File: src/rtl/packed_addsub.sv
module packed_addsub #(
  parameter int DATA_W = 32,
  parameter int IDX_W  = 5
) (
  input  logic [1:0]        op_i,
  input  logic [1:0]        mode_i,
  input  logic [IDX_W-1:0]  idx_i,
  input  logic [DATA_W-1:0] opa_i,
  input  logic [DATA_W-1:0] opb_i,
  output logic [DATA_W-1:0] res_o,
  output logic              ovf_o,
  output logic              illegal_o
);

  localparam int S8_LO  = 2;
  localparam int U8_LO  = 8;
  localparam int S16_LO = 16;
  localparam int U16_LO = 24;
  localparam int U16_HI = 29;

  int  idx_v;
  logic idx_bad, w16, sgn, sub, half, sat, mode_bad;

  assign idx_v    = int'(idx_i);
  assign idx_bad  = (idx_v < S8_LO) || (idx_v > U16_HI);
  assign w16      = (idx_v >= S16_LO);
  assign sgn      = w16 ? (idx_v < U16_LO) : (idx_v < U8_LO);
  assign sub      = op_i[0];
  assign half     = op_i[1];
  assign mode_bad = half ? (mode_i != 2'b00) : mode_i[1];
  assign sat      = !half && (mode_i == 2'b01);

  logic [DATA_W-1:0] w_res [2];
  logic [1:0]        w_ovf;

  for (genvar gw = 0; gw < 2; gw++) begin : g_w
    localparam int W = (gw == 0) ? 8 : 16;
    localparam int N = DATA_W / W;
    logic [DATA_W-1:0] packed_r;
    logic [N-1:0]      clamp;

    for (genvar l = 0; l < N; l++) begin : g_l
      logic [W-1:0] a, b, r, satv;
      logic [W+1:0] ea, eb, s;
      logic         fits;

      assign a  = opa_i[l*W +: W];
      assign b  = opb_i[l*W +: W];
      assign ea = sgn ? {{2{a[W-1]}}, a} : {2'b00, a};
      assign eb = sgn ? {{2{b[W-1]}}, b} : {2'b00, b};
      assign s  = sub ? (ea - eb) : (ea + eb);

      assign fits = sgn ? ((s[W+1:W-1] == 3'b000) || (s[W+1:W-1] == 3'b111))
                        : (s[W+1:W] == 2'b00);
      assign clamp[l] = sat && !fits;

      assign satv = sgn ? (s[W+1] ? {1'b1, {(W-1){1'b0}}} : {1'b0, {(W-1){1'b1}}})
                        : (s[W+1] ? {W{1'b0}} : {W{1'b1}});

      assign r = half ? s[W:1] : (clamp[l] ? satv : s[W-1:0]);
      assign packed_r[l*W +: W] = r;
    end

    assign w_res[gw] = packed_r;
    assign w_ovf[gw] = |clamp;
  end

  assign illegal_o = idx_bad || mode_bad;
  assign res_o     = illegal_o ? '0 : (w16 ? w_res[1] : w_res[0]);
  assign ovf_o     = !illegal_o && (w16 ? w_ovf[1] : w_ovf[0]);

  always_comb begin
    if (illegal_o) begin
      AST_ILLEGAL_ZERO: assert (res_o == '0 && !ovf_o) else $error("illegal result not quiet");
    end
    if (ovf_o) begin
      AST_OVF_ONLY_SAT: assert (mode_i == 2'b01 && !op_i[1]) else $error("overflow outside saturation");
    end
    if (!illegal_o) begin
      AST_LEGAL_RANGE: assert (int'(idx_i) >= S8_LO && int'(idx_i) <= U16_HI) else $error("index accepted out of range");
    end
    if (!illegal_o && op_i == 2'b00 && mode_i == 2'b00 && int'(idx_i) >= S16_LO) begin
      AST_WRAP_LANE0: assert (res_o[15:0] == 16'(opa_i[15:0] + opb_i[15:0])) else $error("wrap lane 0 mismatch");
    end
  end

endmodule

File: config.mk
export PLATFORM = sky130hd
export DESIGN_NAME = packed_addsub
export DESIGN_NICKNAME = d
export VERILOG_FILES = /design/src/rtl/packed_addsub.sv
export SDC_FILE = /design/constraint.sdc
export NUM_CORES = 1
export LEC_CHECK = 0
export ABC_AREA = 1
export ABC_CLOCK_PERIOD_IN_PS = 3500
export BUFFER_PORTS_ARGS = -buffer_cell sky130_fd_sc_hd__buf_2
export CAP_MARGIN = 30
export CORE_ASPECT_RATIO = 0.5
export CORE_MARGIN = 5
export CORE_UTILIZATION = 45
export DETAILED_ROUTE_END_ITERATION = 7
export GPL_TIMING_DRIVEN = 0
export PLACE_DENSITY = 0.65
export SYNTH_ARGS = -nofsm -noshare
export SYNTH_HDL_FRONTEND = slang
export SYNTH_SLANG_ARGS = --single-unit
File: constraint.sdc
create_clock -name vclk -period 3.5
set_input_delay 0.175 -clock vclk [all_inputs]
set_output_delay 0.175 -clock vclk [all_outputs]
set_load 0.05 [all_outputs]
==> results.toml, run 1 <==
[synth]
synth_simple_gate_area_share = 0.476
synth_cell_type_count = 39
synth.mux.area_fraction = 0.00182
synth_xor_area_frac = 0.0990
post-synth-top-count-cell = "sky130_fd_sc_hd__nand2_1"
synth_top_cells_by_count = "420 x sky130_fd_sc_hd__nand2_1, 175 x sky130_fd_sc_hd__inv_1, 115 x sky130_fd_sc_hd__nand3_1"
synth_warnings = 0
synth_top_area_share = 0.255
synth-seq-area-share = 0
post_synth_inst_count = 1205
syn_area_per_cell_sq_um = 5.14
synth_area_sq_um = 6190
synth_largest_area_cell = "sky130_fd_sc_hd__nand2_1"
synth_nets = 1348
dominant_combinational_cell_family_by_area_after_synthesis = "simple AND/OR/NAND/NOR gates"
synth.top_cells.by_area = "sky130_fd_sc_hd__nand2_1 25%, sky130_fd_sc_hd__ha_1 13%, sky130_fd_sc_hd__inv_1 11%"
synthAdderAreaFrac = 0.146
post_synthesis_compound_gate_area_fraction = 0.138

[floorplanning]
die_height_um = 92.9
dieArea_sq_um = 16300
die_w_um = 176
ios = 107
core.rowCount = 30
core_sq_um = 13500
initial_core_util = 0.458

[finish]
layout_cells_sized_above_1 = 0.319
multi_input_combinational_cell_area_sq_um = 6420
fillerInstances = 1274
fin_nets = 1512
seq_cell_count = 0
num-clock-buffers = 0
area_used_by_sequential_logic_in_the_layout_sq_um = 0
growth_of_design_area_from_synthesis_to_finish_pct = 42.6

[route]
drt_first_iter_violations = 780
drt_first_pass_iters = 6
routed-via-count = 8391
drt.antenna.violating_nets = 0
wire_per_inst_um = 15.4
drt-vias-per-instance = 5.43
detail_route.wirelength_mm = 23.8
drc = 0

[worst_hold_path]
timing.hold.worst.start = "idx_i[4]"
hp-class = "in2out"

[timing]
report.final.hold_viol_count = 0
grt_setup_unrepaired = "yes"
period_minus_slack_ns = 3.46
timing.final.max_slew_violations = 0
final.setup.tns_ns = 0
achievable-frequency_mhz = 289
maxSlewHeadroom = 0.586
setup-violations-final = 0
actual_slew_at_the_worst_max_slew_pin_ns = 0.621
part_of_the_cycle_the_worst_path_needs = 0.987

[critical_path]
worstSetupEndpointType = "output port"
maximum_fanout_count_along_the_critical_path = 4
timing.critical_path.from_type = "primary input"
timing.critical_path.required_ns = 3.32
crit_start = "opb_i[1]"
criticalPathCategory = "in2out"
worst-endpoint-arrival_ns = 3.28

[grt]
gr-max-usage-layer = "met2"
number_of_antenna_violations_at_the_first_check_in_global_routing = 2
use_met2 = 0.399
globalRouteOverflowTotal = 0
met3_usage = 0.0228
number_of_global_route_vias_before_repair = 7071
grt_pass1_wl_mm = 34.5
grt_start_max_net_pins = 14
met1_usage = 0.368
grt_util_all_layers = 0.251

[cts]
cts_hold_buffers = 0

[place]
place.gp.congestion = 0.939
numPortBuffers = 103
hpwlAfterDp_mm = 17.4

[run]
max-cap-violations = 0

[outcome]
run_status = "completed"
routing by layer:
metal  up-vias  part of all wire
met5         -                 0
met4         0             0.021
met3        43             0.077
met2       356              0.44
met1      3828              0.46
li1       4164                 -
final cells by class:
cell class,instances,area share
multi-input combinational,990,0.728
timing repair buffer,161,0.140
inverter,187,0.0832
tap,176,0.0250
buffer,29,0.0235
antenna,1,0.000284
final timing paths:
check	end	cells past startpoint
max	res_o[5]	25
min	res_o[8]	6
kinds of logic (layout without fill, tap and decap cells):
family                     Yosys count  count (layout)
xor gates and xnor gates            70              70
adders and majority gates           70              70
buffers and inverters              216             377
AOI/OAI and AO/OA                  157             157
other                                0               1
muxes                                1               1
and+or+nand+nor                    691             692
cell usage in the layout, fill, tap and decap left out, drive strengths merged:
master	netlist	routed
a21oi	70	70
nand3	124	124
inv	187	186
a31oi	3	3
o21ai	60	60
o21a	2	2
nand3b	7	7
o21bai	11	11
nand4	13	13
o31ai	3	3
xnor2	27	27
o211ai	2	2
nor2	99	99
nor4	2	2
clkinv	0	1
nor3	11	11
clkbuf	19	20
a21o	3	3
diode	0	1
a211oi	2	2
and3	3	3
nand2	432	433
ha	66	66
fa	4	4
xor2	43	43
a21boi	1	1
mux2	1	1
buf	10	170
critical path, stage by stage:
cell                      delay (ns)
sky130_fd_sc_hd__buf_2          0.12
sky130_fd_sc_hd__inv_4          0.07
sky130_fd_sc_hd__ha_4           0.14
sky130_fd_sc_hd__nand3_4        0.09
sky130_fd_sc_hd__nor2_4         0.13
sky130_fd_sc_hd__nand3_4        0.11
sky130_fd_sc_hd__o21ai_2        0.17
sky130_fd_sc_hd__xor2_1         0.22
sky130_fd_sc_hd__ha_1           0.33
sky130_fd_sc_hd__a21oi_4        0.21
sky130_fd_sc_hd__nand2_2        0.09
sky130_fd_sc_hd__a21oi_2        0.19
sky130_fd_sc_hd__nand2_1        0.09
sky130_fd_sc_hd__nand2_2        0.08
sky130_fd_sc_hd__nand3_2        0.08
sky130_fd_sc_hd__nand2_1        0.13
sky130_fd_sc_hd__nand3_4        0.10
sky130_fd_sc_hd__buf_4          0.15
sky130_fd_sc_hd__nand2_2        0.08
sky130_fd_sc_hd__nand2_1        0.07
sky130_fd_sc_hd__nand2_1        0.08
sky130_fd_sc_hd__nand3_1        0.07
sky130_fd_sc_hd__nand2_1        0.08
sky130_fd_sc_hd__inv_1          0.04
sky130_fd_sc_hd__buf_4          0.18
what timing repair did:
action	CTS	global route
setup endpoints to repair	33	33
pin swaps	28	116
gates cloned	1	5
resized for setup	96	297
setup buffers	18	35
metrics by stage:
step                      cells  cell area [sq um]  worst slack (ns)  hold WS, ns   util
after detailed placement   1484               6930             -1.12         1.03  0.513
after global routing       1544               8820           -0.0932         1.06  0.653
after CTS                  1503               7430           -0.0153         1.00  0.550
after global placement     1484               6930             -1.04         1.01  0.513
after floorplan            1205               6200            0.0370        0.777      -
final                      1544               8820            0.0442         1.01  0.653
==> run 2: changes to the inputs <==
- SETUP_SLACK_MARGIN: default -> 0.4
==> run 2 against run 1 <==
Critical path depth fell by 1. Critical path type unchanged. First-iteration DRC count rose by 4.5%. Highest routed layer unchanged. Count of clock-buffer cells in the layout unchanged. The run now ends with setup timing left.
==> results.toml, run 2 (synthesized netlist as in run 1, its figures left out) <==
[outcome]
run_status = "finished with violations"
violated_checks = "setup timing"

[finish]
insertedDiodeCount = 0
num-clock-buffers = 0
area_used_by_sequential_logic_in_the_layout_sq_um = 0
fillerInstances = 1130
finalCoreUtilization = 0.736
growth_of_design_area_from_synthesis_to_finish_pct = 60.6
post_layout_nonfiller_instances = 1576
layout.cells.most_common = "sky130_fd_sc_hd__nand2_1"
finalInstanceArea_sq_um = 9940
mostFrequentLayoutCells = "313 x sky130_fd_sc_hd__nand2_1, 146 x sky130_fd_sc_hd__inv_1, 94 x sky130_fd_sc_hd__nand2_2, 80 x sky130_fd_sc_hd__nand3_1, 75 x sky130_fd_sc_hd__buf_4"
seq_cell_count = 0
layout_cells_sized_above_1 = 0.409
fin_nets = 1545

[grt]
grt_pass1_wl_mm = 38.4
globalRouteOverflowTotal = 0
number_of_global_route_vias_before_repair = 7513
grt_start_max_net_pins = 14
grt_util_all_layers = 0.285
number_of_antenna_violations_at_the_first_check_in_global_routing = 0

[cts]
cts_hold_buffers = 0

[timing]
timing.final.max_slew_violations = 0
timing.hold.ws_ns = 0.990
grt_setup_unrepaired = "yes"
achievable-frequency_mhz = 285
report.final.hold_viol_count = 0
final.setup.worst_slack_ns = -0.00323
part_of_the_cycle_the_worst_path_needs = 1.00
final.setup.tns_ns = -0.00323
maxSlewHeadroom = 0.470
actual_slew_at_the_worst_max_slew_pin_ns = 0.795
period_minus_slack_ns = 3.50
setup-violations-final = 1

[place]
numPortBuffers = 103
hpwlAfterDp_mm = 19.0
place_ws_ns = -1.12
place.gp.congestion = 0.981
placed_cells = 1484
dpl-instance-area_sq_um = 7050

[route]
drt-vias-per-instance = 5.57
drt_first_iter_violations = 815
drt.antenna.violating_nets = 0
drc = 0
wire_per_inst_um = 17.0
drt_first_pass_iters = 6
detail_route.wirelength_mm = 26.8
routed-via-count = 8783

[floorplanning]
initial_core_util = 0.458
ios = 107
die_w_um = 176
dieArea_sq_um = 16300
core.rowCount = 30
die_height_um = 92.9
core_sq_um = 13500

[power_and_ir_drop]
ir_drop_uv = 156
p_per_area_nw_per_um2 = 283
p_leak_nw = 5.11
fin_total_pwr_mw = 2.81

[run]
max-cap-violations = 0

[critical_path]
criticalPathCategory = "in2out"
worst-endpoint-arrival_ns = 3.33
maximum_fanout_count_along_the_critical_path = 7
timing.critical_path.from_type = "primary input"
timing.critical_path.required_ns = 3.32
worstSetupEndpointType = "output port"

[worst_hold_path]
hp-class = "in2out"
run 2: cell types whose count changed in the layout (fill, tap and decap cells not counted), moves of 12 or more:
cell | before | now
sky130_fd_sc_hd__nand2_1 | 360 | 313
sky130_fd_sc_hd__a21oi_4 | 3 | 15
sky130_fd_sc_hd__nand2_2 | 62 | 94
sky130_fd_sc_hd__nor2_4 | 8 | 25
sky130_fd_sc_hd__nor2_1 | 64 | 50
sky130_fd_sc_hd__nand2_4 | 11 | 26
sky130_fd_sc_hd__buf_8 | 1 | 26
sky130_fd_sc_hd__a21oi_1 | 38 | 26
sky130_fd_sc_hd__buf_4 | 60 | 75
run 2: routing by layer:
layer	vias to the layer above	share of wire	GRT usage
li1	4251	-	-
met1	4033	0.43	0.402
met2	442	0.45	0.452
met3	57	0.088	0.0465
met4	0	0.024	0.0720
met5	-	0	0
run 2: worst max-delay path, stage by stage:
cell and delay, ns:
sky130_fd_sc_hd__buf_8 0.10, sky130_fd_sc_hd__inv_6 0.05, sky130_fd_sc_hd__ha_4 0.14, sky130_fd_sc_hd__nand2_4 0.06
sky130_fd_sc_hd__nor3_4 0.29, sky130_fd_sc_hd__nor2_4 0.10, sky130_fd_sc_hd__inv_2 0.12, sky130_fd_sc_hd__nand2_4 0.08
sky130_fd_sc_hd__xnor2_4 0.14, sky130_fd_sc_hd__ha_4 0.33, sky130_fd_sc_hd__nand2_4 0.07, sky130_fd_sc_hd__inv_2 0.08
sky130_fd_sc_hd__a21oi_2 0.07, sky130_fd_sc_hd__o21ai_2 0.18, sky130_fd_sc_hd__inv_1 0.09, sky130_fd_sc_hd__nand2_2 0.11
sky130_fd_sc_hd__nand3_4 0.09, sky130_fd_sc_hd__nand2_2 0.09, sky130_fd_sc_hd__o211ai_1 0.16, sky130_fd_sc_hd__nand2_2 0.20
sky130_fd_sc_hd__clkinv_4 0.15, sky130_fd_sc_hd__a21oi_4 0.21, sky130_fd_sc_hd__nor2_4 0.07, sky130_fd_sc_hd__buf_6 0.15
run 2: power by group:
part | switching [mW] | internal, mW | total, mW
sequential | 0 | 0 | 0
clock | 0 | 0 | 0
combinational | 1.71 | 1.10 | 2.81
total | 1.71 | 1.10 | 2.81
run 2: final timing paths:
check                  from   endpoint  slack [ns]  depth (start not counted)
setup / recovery  opb_i[16]  res_o[30]      -0.003                         24
hold / removal     opb_i[0]   res_o[0]        0.99                          8
run 2: final cells by class:
class	count	area, sq um	share of cell area
Buffer	29	211	0.0213
Tap cell	176	220	0.0222
Timing Repair Buffer	192	1610	0.162
Multi-Input combinational cell	992	7150	0.719
Inverter	187	749	0.0754
run 2: repair_timing:
action	CTS	global route
gates resized for setup	296	264
cloned	4	2
endpoints found under the setup margin	33	33
pin swaps	116	152
setup buffers	44	42
Note: power is estimated with default switching activity, not from simulation.
==> run 3: changes to the inputs <==
- CORE_MARGIN: 5 -> 8
==> run 3 against run 2 <==
The flow now finishes without violations. Utilization is 2.6 points lower. Die area increased by 10%. Critical path depth increased by 1. Combinational power down 4%. Cell area shrank 3.8%. Sequential share of layout area unchanged. First-iteration DRC count shrank 25%. Critical path type unchanged. Critical endpoint is now res_o[11].
==> results.toml, run 3 (synthesized netlist as in run 1, its figures left out) <==
[outcome]
run_status = "completed"

[route]
drt_first_pass_iters = 5
detail_route.wirelength_mm = 26.2
drt-vias-per-instance = 5.48
wire_per_inst_um = 16.6
drt.antenna.violating_nets = 0
drt_first_iter_violations = 613
drc = 0
routed-via-count = 8624

[timing]
maxSlewHeadroom = 0.417
grt_setup_unrepaired = "yes"
final.setup.tns_ns = 0
period_minus_slack_ns = 3.42
actual_slew_at_the_worst_max_slew_pin_ns = 0.875
timing.hold.ws_ns = 0.969
achievable-frequency_mhz = 292
timing.final.max_slew_violations = 0
setup-violations-final = 0
report.final.hold_viol_count = 0
part_of_the_cycle_the_worst_path_needs = 0.978

[grt]
globalRouteOverflowTotal = 0
number_of_antenna_violations_at_the_first_check_in_global_routing = 0
grt_start_max_net_pins = 14
grt_pass1_wl_mm = 39.7
number_of_global_route_vias_before_repair = 7927
grt_util_all_layers = 0.264

[floorplanning]
die_w_um = 182
dieArea_sq_um = 18000
ios = 107
core.rowCount = 30
die_height_um = 98.9
initial_core_util = 0.459
core_sq_um = 13500

[place]
numPortBuffers = 103
dpl-instance-area_sq_um = 7050
place.gp.congestion = 0.983
hpwlAfterDp_mm = 19.4

[finish]
seq_cell_count = 0
layout_cells_sized_above_1 = 0.374
mostFrequentLayoutCells = "334 x sky130_fd_sc_hd__nand2_1, 148 x sky130_fd_sc_hd__inv_1, 84 x sky130_fd_sc_hd__nand3_1, 83 x sky130_fd_sc_hd__nand2_2, 80 x sky130_fd_sc_hd__buf_4"
num-clock-buffers = 0
area_used_by_sequential_logic_in_the_layout_sq_um = 0
layout.cells.most_common = "sky130_fd_sc_hd__nand2_1"
insertedDiodeCount = 0
finalInstanceArea_sq_um = 9560
growth_of_design_area_from_synthesis_to_finish_pct = 54.5
fin_nets = 1543

[critical_path]
criticalPathCategory = "in2out"
timing.critical_path.required_ns = 3.32
cp_capture_point = "res_o[11]"
crit_start = "opb_i[8]"
worstSetupEndpointType = "output port"
maximum_fanout_count_along_the_critical_path = 7
worst-endpoint-arrival_ns = 3.25
timing.critical_path.from_type = "primary input"

[power_and_ir_drop]
clockPowerShare = 0
seqPwrFrac = 0
total_switching_power_mw = 1.62
power.internal_mw = 1.06
p_per_area_nw_per_um2 = 281
comb_power_share = 1.000
ir_drop_uv = 148
power.switching_fraction = 0.604
p_leak_nw = 5.02

[run]
max-cap-violations = 0

[worst_hold_path]
hp-class = "in2out"
run 3: cell count changes in the layout (fill, tap and decap cells not counted), moves of 5 or more:
cell,before,now
sky130_fd_sc_hd__buf_8,26,17
sky130_fd_sc_hd__nand2_1,313,334
sky130_fd_sc_hd__nand2_4,26,14
sky130_fd_sc_hd__ha_1,34,40
sky130_fd_sc_hd__ha_2,7,0
sky130_fd_sc_hd__nand2_2,94,83
sky130_fd_sc_hd__nand3_4,19,9
sky130_fd_sc_hd__buf_4,75,80
run 3: layer usage:
layer,global-route usage,wire length (um),part of all wire
met1,0.361,11500,0.44
met2,0.431,11600,0.44
met3,0.0316,2300,0.088
met4,0.0683,720,0.028
met5,0,0,0
run 3: what timing repair did:
item / CTS / global route
hold buffers: 0 / 0
hold endpoints to repair: 0 / 0
pin swaps: 148 / 87
setup buffers: 65 / 22
gates cloned: 3 / 0
setup endpoints to repair: 33 / 33
resized for setup: 353 / 115
run 3: worst min path at each step:
| stage | from | end | slack, ns | cells after the start |
|---|---|---|---|---|
| 2_1_floorplan | opb_i[24] | res_o[24] | 0.75 | 6 |
| 3_3_place_gp | opb_i[0] | res_o[0] | 1.02 | 8 |
| 3_5_place_dp | opb_i[0] | res_o[0] | 1.03 | 8 |
| 4_1_cts | opb_i[0] | res_o[0] | 0.97 | 8 |
| 5_1_grt | opb_i[0] | res_o[0] | 1.03 | 8 |
| 6_report | opb_i[0] | res_o[0] | 0.97 | 8 |
run 3: layout make-up:
type | instances | area, sq um
plain buffers | 29 | 214
multi-input cells | 989 | 6810
inverters | 187 | 744
repair buffers | 193 | 1580
fillers | 1190 | 3910
well taps | 176 | 220
run 3: worst max-delay path: stages:
cell and delay [ns]:
sky130_fd_sc_hd__buf_4 0.15, sky130_fd_sc_hd__inv_4 0.07, sky130_fd_sc_hd__ha_4 0.15, sky130_fd_sc_hd__inv_2 0.07
sky130_fd_sc_hd__o31ai_4 0.26, sky130_fd_sc_hd__xor2_1 0.24, sky130_fd_sc_hd__ha_1 0.32, sky130_fd_sc_hd__nand2_2 0.10
sky130_fd_sc_hd__inv_1 0.05, sky130_fd_sc_hd__nand2_1 0.06, sky130_fd_sc_hd__nand2_1 0.06, sky130_fd_sc_hd__nand2_1 0.07
sky130_fd_sc_hd__nand3_2 0.12, sky130_fd_sc_hd__inv_1 0.07, sky130_fd_sc_hd__nand2_1 0.08, sky130_fd_sc_hd__nand2_4 0.11
sky130_fd_sc_hd__ha_1 0.15, sky130_fd_sc_hd__nor2_1 0.05, sky130_fd_sc_hd__nand4_1 0.09, sky130_fd_sc_hd__buf_6 0.14
sky130_fd_sc_hd__nand2_1 0.05, sky130_fd_sc_hd__o21bai_1 0.15, sky130_fd_sc_hd__nand2_1 0.12, sky130_fd_sc_hd__nor2_4 0.15
sky130_fd_sc_hd__buf_8 0.16
run 3: stage by stage:
stage	util	std cells	total power, mW	setup WS [ns]
6_report	0.710	1574	2.69	0.0777
5_1_grt	0.710	1574	2.90	-0.0813
4_1_cts	0.662	1552	2.42	0.197
3_5_place_dp	0.523	1484	1.90	-1.11
3_3_place_gp	0.523	1484	1.88	-1.18
2_1_floorplan	-	1205	1.46	0.410
run 3: power by group through the flow:
stage               logic [mW]  clock network, mW  registers (mW)
CTS                       2.42                  0               0
global placement          1.88                  0               0
global route              2.90                  0               0
finish                    2.69                  0               0
detailed placement        1.90                  0               0
floorplan                 1.46                  0               0
